## src/rtl/hzd_overlap_pkg.sv

```systemverilog
package hzd_overlap_pkg;

    localparam int SZ_CODE_W = 3;
    localparam int SZ_BYTE_W = 5;

    typedef enum logic [1:0] {
        LST_EMPTY   = 2'd0,
        LST_PARTIAL = 2'd1,
        LST_FULL    = 2'd2
    } hzd_lst_state_e;

    // size code to byte count; codes above 4 saturate at 16 bytes
    function automatic logic [SZ_BYTE_W-1:0] hzd_size_bytes(input logic [SZ_CODE_W-1:0] code);
        logic [SZ_BYTE_W-1:0] b;
        if (code > 3'd4) b = 5'd16;
        else             b = 5'd1 << code;
        return b;
    endfunction

endpackage

```

## src/rtl/hzd_entry_cmp.sv

```systemverilog
module hzd_entry_cmp
    import hzd_overlap_pkg::*;
#(
    parameter int TAG_W = 6,
    parameter int OFF_W = 16
) (
    input  logic                 ent_vld,
    input  logic [TAG_W-1:0]     st_off_tag,
    input  logic [TAG_W-1:0]     st_base_tag,
    input  logic                 st_const,
    input  logic [OFF_W-1:0]     st_off,
    input  logic [SZ_CODE_W-1:0] st_size,
    input  logic [TAG_W-1:0]     ld_off_tag,
    input  logic [TAG_W-1:0]     ld_base_tag,
    input  logic                 ld_const,
    input  logic [OFF_W-1:0]     ld_off,
    input  logic [SZ_CODE_W-1:0] ld_size,
    output logic                 hit
);
    localparam int SUM_W = OFF_W + 1;

    logic             same_order;
    logic             swapped;
    logic             base_eq;
    logic             both_const;
    logic [SUM_W-1:0] st_end;
    logic [SUM_W-1:0] ld_end;
    logic             range_hit;

    always_comb begin
        same_order = (st_off_tag == ld_off_tag) && (st_base_tag == ld_base_tag);
        swapped    = (ld_off_tag == st_base_tag) && (ld_base_tag == st_off_tag);
        base_eq    = (st_base_tag == ld_base_tag);
        both_const = st_const && ld_const;
        st_end     = {1'b0, st_off} + SUM_W'(hzd_size_bytes(st_size));
        ld_end     = {1'b0, ld_off} + SUM_W'(hzd_size_bytes(ld_size));
        if (st_off < ld_off) range_hit = (st_end > {1'b0, ld_off});
        else                 range_hit = (ld_end > {1'b0, st_off});
        hit = ent_vld && (same_order || swapped || (base_eq && both_const && range_hit));
    end

endmodule

```

## src/rtl/hzd_store_list.sv

```systemverilog
module hzd_store_list
    import hzd_overlap_pkg::*;
#(
    parameter int DEPTH = 5,
    parameter int TAG_W = 6,
    parameter int OFF_W = 16,
    localparam int CNT_W = $clog2(DEPTH + 1)
) (
    input  logic                       clk,
    input  logic                       rst_n,
    input  logic                       grp_end,
    input  logic                       st_valid,
    input  logic [TAG_W-1:0]           st_off_tag,
    input  logic [TAG_W-1:0]           st_base_tag,
    input  logic                       st_off_const,
    input  logic [OFF_W-1:0]           st_off_val,
    input  logic [SZ_CODE_W-1:0]       st_size,
    output logic [DEPTH-1:0]           ent_vld,
    output logic [DEPTH-1:0][TAG_W-1:0]     ent_off_tag,
    output logic [DEPTH-1:0][TAG_W-1:0]     ent_base_tag,
    output logic [DEPTH-1:0]           ent_const,
    output logic [DEPTH-1:0][OFF_W-1:0]     ent_off,
    output logic [DEPTH-1:0][SZ_CODE_W-1:0] ent_size,
    output logic [CNT_W-1:0]           cnt,
    output logic                       ovf,
    output hzd_lst_state_e             state
);
    hzd_lst_state_e   state_nxt;
    logic             wr_en;
    logic             ovf_set;
    logic [CNT_W-1:0] cnt_nxt;

    // next state and write control
    always_comb begin
        state_nxt = state;
        wr_en     = 1'b0;
        ovf_set   = 1'b0;
        cnt_nxt   = cnt;
        if (grp_end) begin
            state_nxt = LST_EMPTY;                     // T_CLEAR
            cnt_nxt   = '0;
        end else if (st_valid) begin
            unique case (state)
                LST_EMPTY: begin                       // T_FIRST
                    wr_en     = 1'b1;
                    cnt_nxt   = CNT_W'(1);
                    state_nxt = (DEPTH == 1) ? LST_FULL : LST_PARTIAL;
                end
                LST_PARTIAL: begin                     // T_ADD or T_FILL
                    wr_en     = 1'b1;
                    cnt_nxt   = cnt + CNT_W'(1);
                    state_nxt = (cnt_nxt == CNT_W'(DEPTH)) ? LST_FULL : LST_PARTIAL;
                end
                LST_FULL: begin                        // T_OVER
                    ovf_set   = 1'b1;
                end
                default: state_nxt = LST_EMPTY;
            endcase
        end
    end

    // state register
    always_ff @(posedge clk or negedge rst_n) begin
        if (!rst_n) state <= LST_EMPTY;
        else        state <= state_nxt;
    end

    // count and overflow outputs
    always_ff @(posedge clk or negedge rst_n) begin
        if (!rst_n) begin
            cnt <= '0;
            ovf <= 1'b0;
        end else begin
            cnt <= cnt_nxt;
            if (grp_end)      ovf <= 1'b0;
            else if (ovf_set) ovf <= 1'b1;
        end
    end

    // entry storage, one slot per group position
    for (genvar g = 0; g < DEPTH; g++) begin : g_slot
        always_ff @(posedge clk or negedge rst_n) begin
            if (!rst_n) begin
                ent_off_tag[g]  <= '0;
                ent_base_tag[g] <= '0;
                ent_const[g]    <= 1'b0;
                ent_off[g]      <= '0;
                ent_size[g]     <= '0;
            end else if (wr_en && (cnt == CNT_W'(g))) begin
                ent_off_tag[g]  <= st_off_tag;
                ent_base_tag[g] <= st_base_tag;
                ent_const[g]    <= st_off_const;
                ent_off[g]      <= st_off_val;
                ent_size[g]     <= st_size;
            end
        end
        assign ent_vld[g] = (cnt > CNT_W'(g));
    end

endmodule

```

## src/rtl/hzd_group_overlap.sv

```systemverilog
module hzd_group_overlap
    import hzd_overlap_pkg::*;
#(
    parameter int DEPTH = 5,
    parameter int TAG_W = 6,
    parameter int OFF_W = 16,
    localparam int CNT_W = $clog2(DEPTH + 1)
) (
    input  logic             clk,
    input  logic             rst_n,
    input  logic             grp_end,
    input  logic             st_valid,
    input  logic [TAG_W-1:0] st_off_tag,
    input  logic [TAG_W-1:0] st_base_tag,
    input  logic             st_off_const,
    input  logic [OFF_W-1:0] st_off_val,
    input  logic [2:0]       st_size,
    input  logic             ld_valid,
    input  logic [TAG_W-1:0] ld_off_tag,
    input  logic [TAG_W-1:0] ld_base_tag,
    input  logic             ld_off_const,
    input  logic [OFF_W-1:0] ld_off_val,
    input  logic [2:0]       ld_size,
    output logic             noop_hazard,
    output logic             ovf_flag,
    output logic [CNT_W-1:0] store_cnt
);
    logic [DEPTH-1:0]                ent_vld;
    logic [DEPTH-1:0][TAG_W-1:0]     ent_off_tag;
    logic [DEPTH-1:0][TAG_W-1:0]     ent_base_tag;
    logic [DEPTH-1:0]                ent_const;
    logic [DEPTH-1:0][OFF_W-1:0]     ent_off;
    logic [DEPTH-1:0][SZ_CODE_W-1:0] ent_size;
    logic [DEPTH-1:0]                ent_hit;
    hzd_lst_state_e                  lst_state;

    hzd_store_list #(.DEPTH(DEPTH), .TAG_W(TAG_W), .OFF_W(OFF_W)) u_list (
        .clk          (clk),
        .rst_n        (rst_n),
        .grp_end      (grp_end),
        .st_valid     (st_valid),
        .st_off_tag   (st_off_tag),
        .st_base_tag  (st_base_tag),
        .st_off_const (st_off_const),
        .st_off_val   (st_off_val),
        .st_size      (st_size),
        .ent_vld      (ent_vld),
        .ent_off_tag  (ent_off_tag),
        .ent_base_tag (ent_base_tag),
        .ent_const    (ent_const),
        .ent_off      (ent_off),
        .ent_size     (ent_size),
        .cnt          (store_cnt),
        .ovf          (ovf_flag),
        .state        (lst_state)
    );

    for (genvar g = 0; g < DEPTH; g++) begin : g_cmp
        hzd_entry_cmp #(.TAG_W(TAG_W), .OFF_W(OFF_W)) u_cmp (
            .ent_vld     (ent_vld[g]),
            .st_off_tag  (ent_off_tag[g]),
            .st_base_tag (ent_base_tag[g]),
            .st_const    (ent_const[g]),
            .st_off      (ent_off[g]),
            .st_size     (ent_size[g]),
            .ld_off_tag  (ld_off_tag),
            .ld_base_tag (ld_base_tag),
            .ld_const    (ld_off_const),
            .ld_off      (ld_off_val),
            .ld_size     (ld_size),
            .hit         (ent_hit[g])
        );
    end

    always_comb begin
        noop_hazard = ld_valid && (lst_state != LST_EMPTY) && (|ent_hit);
    end

endmodule

```

## config.mk

```make
export PLATFORM = sky130hd
export DESIGN_NAME = hzd_group_overlap
export DESIGN_NICKNAME = d
export VERILOG_FILES = /design/src/rtl/hzd_overlap_pkg.sv /design/src/rtl/hzd_entry_cmp.sv /design/src/rtl/hzd_store_list.sv /design/src/rtl/hzd_group_overlap.sv
export SDC_FILE = /design/constraint.sdc
export NUM_CORES = 1
export LEC_CHECK = 0
export CORE_MARGIN = 5
export CORE_UTILIZATION = 55
export DETAILED_ROUTE_END_ITERATION = 6
export GPL_ROUTABILITY_DRIVEN = 0
export PLACE_DENSITY = 0.74
export SYNTH_ARGS = -nofsm -noshare
export SYNTH_HDL_FRONTEND = slang
export SYNTH_HIERARCHICAL = 1
export SYNTH_SLANG_ARGS = --single-unit
```

## constraint.sdc

```tcl
create_clock -name clk -period 5.8 [get_ports clk]
set_input_delay 1.16 -clock clk [delete_from_list [all_inputs] [get_ports clk]]
set_output_delay 1.16 -clock clk [all_outputs]
set_load 0.05 [all_outputs]
```

==> impl_metrics.py <==
metrics = {
    "sta": {
        "skew_ns": 0.00966,
        "fin_setup_tns_ns": -0.606,
        "hold_viol": 0,
        "timing.final.crit_share": 1.10,
        "slew_headroom": 0.329,
        "worst_pin_slew_ns": 1.01,
        "setup_viol": 1,
        "report.final.slew_viol_count": 0,
        "setup_ws_ns": -0.606,
        "rsz0062_at_grt": "yes",
        "max_freq_ghz": 0.156,
        "period_needed_ns": 6.41,
    },
    "routing": {
        "routedLengthMet1_um": 21700,
        "drc": 0,
        "drt_wl_total_um": 55000,
        "met2WireLength_um": 26200,
        "firstDrtPassIters": 5,
        "highest_layer": "met4",
        "drtIter0Drc": 1127,
        "vias": 15896,
        "post_drt_wl_per_cell_um": 21.4,
        "via_per_inst": 6.18,
        "routed-wl-met3_um": 3860,
        "drtAntennaViolNets": 0,
    },
    "setup_path": {
        "max_stage_delay_ns": 0.39,
        "start_kind": "input port",
        "arrival_ns": 5.25,
        "worstSetupEndpointType": "output pin",
        "crit_path_frequent_cell": "buf_4",
        "crit_chain": "buf_4, bufbuf_16, and3b_1, ha_1, buf_4, o21a_1, o31a_1, buf_4, o21bai_4, nor2_2, xnor2_1, ha_1, and3_4, a221o_1, a31oi_1, o31ai_1, a211o_1, a32o_2, nor3_2, a21oi_2, buf_6",
        "critical_path.max_fanout": 10,
        "path_class": "input port to output pin",
        "r2r_slack_ns": 3.37,
        "cpMaxStageDelayCell": "a211o_1",
        "cp.required_ns": 4.64,
    },
    "synth": {
        "synth_seq_area_share": 0.234,
        "synth_area_um2": 17700,
        "synth_cell_type_count": 72,
        "async_reset_ff_frac": 1.00,
        "ys.flop_type": "dfrtp_1",
        "netlist_instances": 1871,
        "syn_area_per_cell_um2": 9.47,
        "ys_seq_elements": 166,
        "synth_edf_count": 0,
        "synth_nets": 2241,
        "post-synth-top-area-fraction": 0.234,
        "yosys-top-cells-area": "dfrtp_1, ha_1, mux2_2, xnor2_1, inv_1",
        "netlist.top_cell.by_area": "dfrtp_1",
        "yosysWarnings": 6,
    },
    "final_layout": {
        "final_area_um2": 21600,
        "syn2layout_area_growth_pct": 21.7,
        "mostFrequentLayoutCell": "ha_1",
        "drive_gt1_frac": 0.235,
        "finalNetCount": 2528,
        "mostFrequentLayoutCells": "ha_1, inv_1, buf_4, xnor2_1, dfrtp_1",
        "diodes": 0,
    },
    "floorplan": {
        "io_pins": 74,
        "die_h_um": 189,
        "core-area_um2": 31700,
        "floorplan.initialDensity": 0.559,
        "dieArea_um2": 35900,
        "die_x_um": 189,
        "row_count": 65,
    },
    "power_and_ir_drop": {
        "switchingPower_mw": 1.75,
        "irDropWorstVdd_mv": 0.204,
        "p_clk_frac": 0.249,
        "p_seq_frac": 0.327,
        "powerDensity_nw_per_um2": 218,
        "p_leak_nw": 10.3,
        "power.internal_mw": 2.95,
        "switching_share": 0.372,
        "p_comb_frac": 0.424,
    },
    "clocking": {
        "path_clk_slew_ns": 0.06,
        "cts_tree": "built",
        "numCtsBuffers": 17,
        "cts.sinks": 166,
        "htreeDepth": 4,
        "holdBufCountCts": 0,
        "clk_path_buf_depth": 2,
        "cts-root-buf": "clkbuf_16",
        "worstSkewPairLatency_ns": 0.43,
    },
    "placed_design": {
        "place_area_um2": 20400,
        "dp_hpwl_um": 41400,
        "portBuffers": 73,
        "dp_worst_setup_slack_ns": -0.995,
    },
    "grt": {
        "antenna_found_initial": 0,
        "grt_overflow": 0,
        "grt_max_degree": 80,
        "grt_usage": 0.302,
        "grt_pass1_vias": 16547,
        "grt_pass1_wl_um": 86400,
    },
    "status": {
        "outcome": "finished, violations left",
        "failed_checks": "setup timing",
    },
    "min_path": {
        "hp-class": "flop to flop",
    },
    "run": {
        "maxCapViolations": 0,
    },
}
[final timing paths]
check                      cells after the start                      to                start
max                                           21             noop_hazard           ld_size[0]
min                                            1     u_list/ent_const[3]  u_list/ent_const[3]
max reg2reg                                    4      u_list/ent_off[29]        u_list/cnt[1]
min reg2reg                                    1     u_list/ent_const[3]  u_list/ent_const[3]
max in group asynchronous                      2      u_list/ent_off[67]                rst_n
min in group asynchronous                      1  u_list/ent_base_tag[1]                rst_n
[power by group through the flow]
| stage | Clock [mW] | Sequential (mW) | Combinational (mW) |
|---|---|---|---|
| final | 1.17 | 1.54 | 2.00 |
| after global routing | 1.24 | 1.56 | 2.20 |
| after CTS | 1.19 | 1.54 | 1.93 |
| after detailed placement | 0 | 1.56 | 1.88 |
| after global placement | 0 | 1.55 | 1.79 |
| after floorplan | 0 | 1.48 | 1.24 |
[sequential cells by signal, summed over array words and instances, names as in the netlist]
signal               flops
u_list/state             2
u_list/ovf               1
u_list/ent_off          80
u_list/ent_base_tag     30
u_list/cnt               3
u_list/ent_const         5
u_list/ent_size         15
u_list/ent_off_tag      30
[critical path: cells and delay by family]
family | cells | cell delay (ns)
compound gates | 9 | 1.80
buf+inv | 5 | 0.91
simple gates | 4 | 0.61
fa+ha+maj | 2 | 0.59
xor+xnor | 1 | 0.17
[cell families after synthesis]
| group | synth area share |
|---|---|
| and+or+nand+nor | 0.152 |
| adders and majority gates | 0.217 |
| AOI/OAI and AO/OA | 0.116 |
| xor gates and xnor gates | 0.125 |
| buffers and inverters | 0.0540 |
| DFF | 0.234 |
| muxes | 0.102 |
[repair_timing]
| item | 4_1_cts | 5_1_grt |
|---|---|---|
| pin swaps | 44 | 42 |
| gates cloned | 5 | 0 |
| setup endpoints to repair | 1 | 1 |
| setup buffers | 10 | 8 |
| gates resized for setup | 63 | 35 |
[cells in the mapped netlist, types with 5 or more instances]
cell / instances
or2_1: 6
a21o_1: 30
nor3b_1: 15
a221o_1: 6
o31ai_1: 5
inv_1: 206
nor2_1: 64
nor3_1: 59
nor2b_1: 19
xor2_1: 68
nand4_1: 64
nor4_1: 26
a211oi_1: 16
o211ai_1: 9
o21ai_0: 45
fa_1: 10
a31oi_1: 9
and3_1: 16
o21ai_1: 11
mux2_2: 153
o21bai_1: 10
and3b_1: 10
or3b_2: 5
nand3_1: 51
nand2_1: 83
a2111oi_0: 6
mux2_1: 7
ha_1: 291
xnor2_1: 184
buf_6: 13
a211o_1: 9
nand2b_1: 11
dfrtp_1: 166
and4_1: 12
a21oi_1: 78
o21a_1: 15
[final cells by class]
type,instances,area (um2)
Tap cell,402,503
Fill cell,2419,10200
Clock inverter,9,116
Inverter,210,788
Multi-Input combinational cell,1478,12900
Sequential cell,166,4150
Clock buffer,23,478
Timing Repair Buffer,285,2630
[per-layer routing]
| layer | up-vias | track usage |
|---|---|---|
| met5 | - | 0 |
| met4 | 0 | 0.160 |
| met3 | 191 | 0.0518 |
| met2 | 624 | 0.514 |
| met1 | 7757 | 0.366 |
| li1 | 7324 | - |
[stage by stage]
stage	utilization	power (mW)	cells	hold slack, ns
after floorplan	-	2.73	1871	0.450
after global placement	0.643	3.34	2519	0.461
after detailed placement	0.643	3.43	2519	0.472
after CTS	0.673	4.65	2565	0.486
after global routing	0.680	5.00	2573	0.510
final	0.680	4.70	2573	0.488
Note: power is estimated with default switching activity, not from simulation.
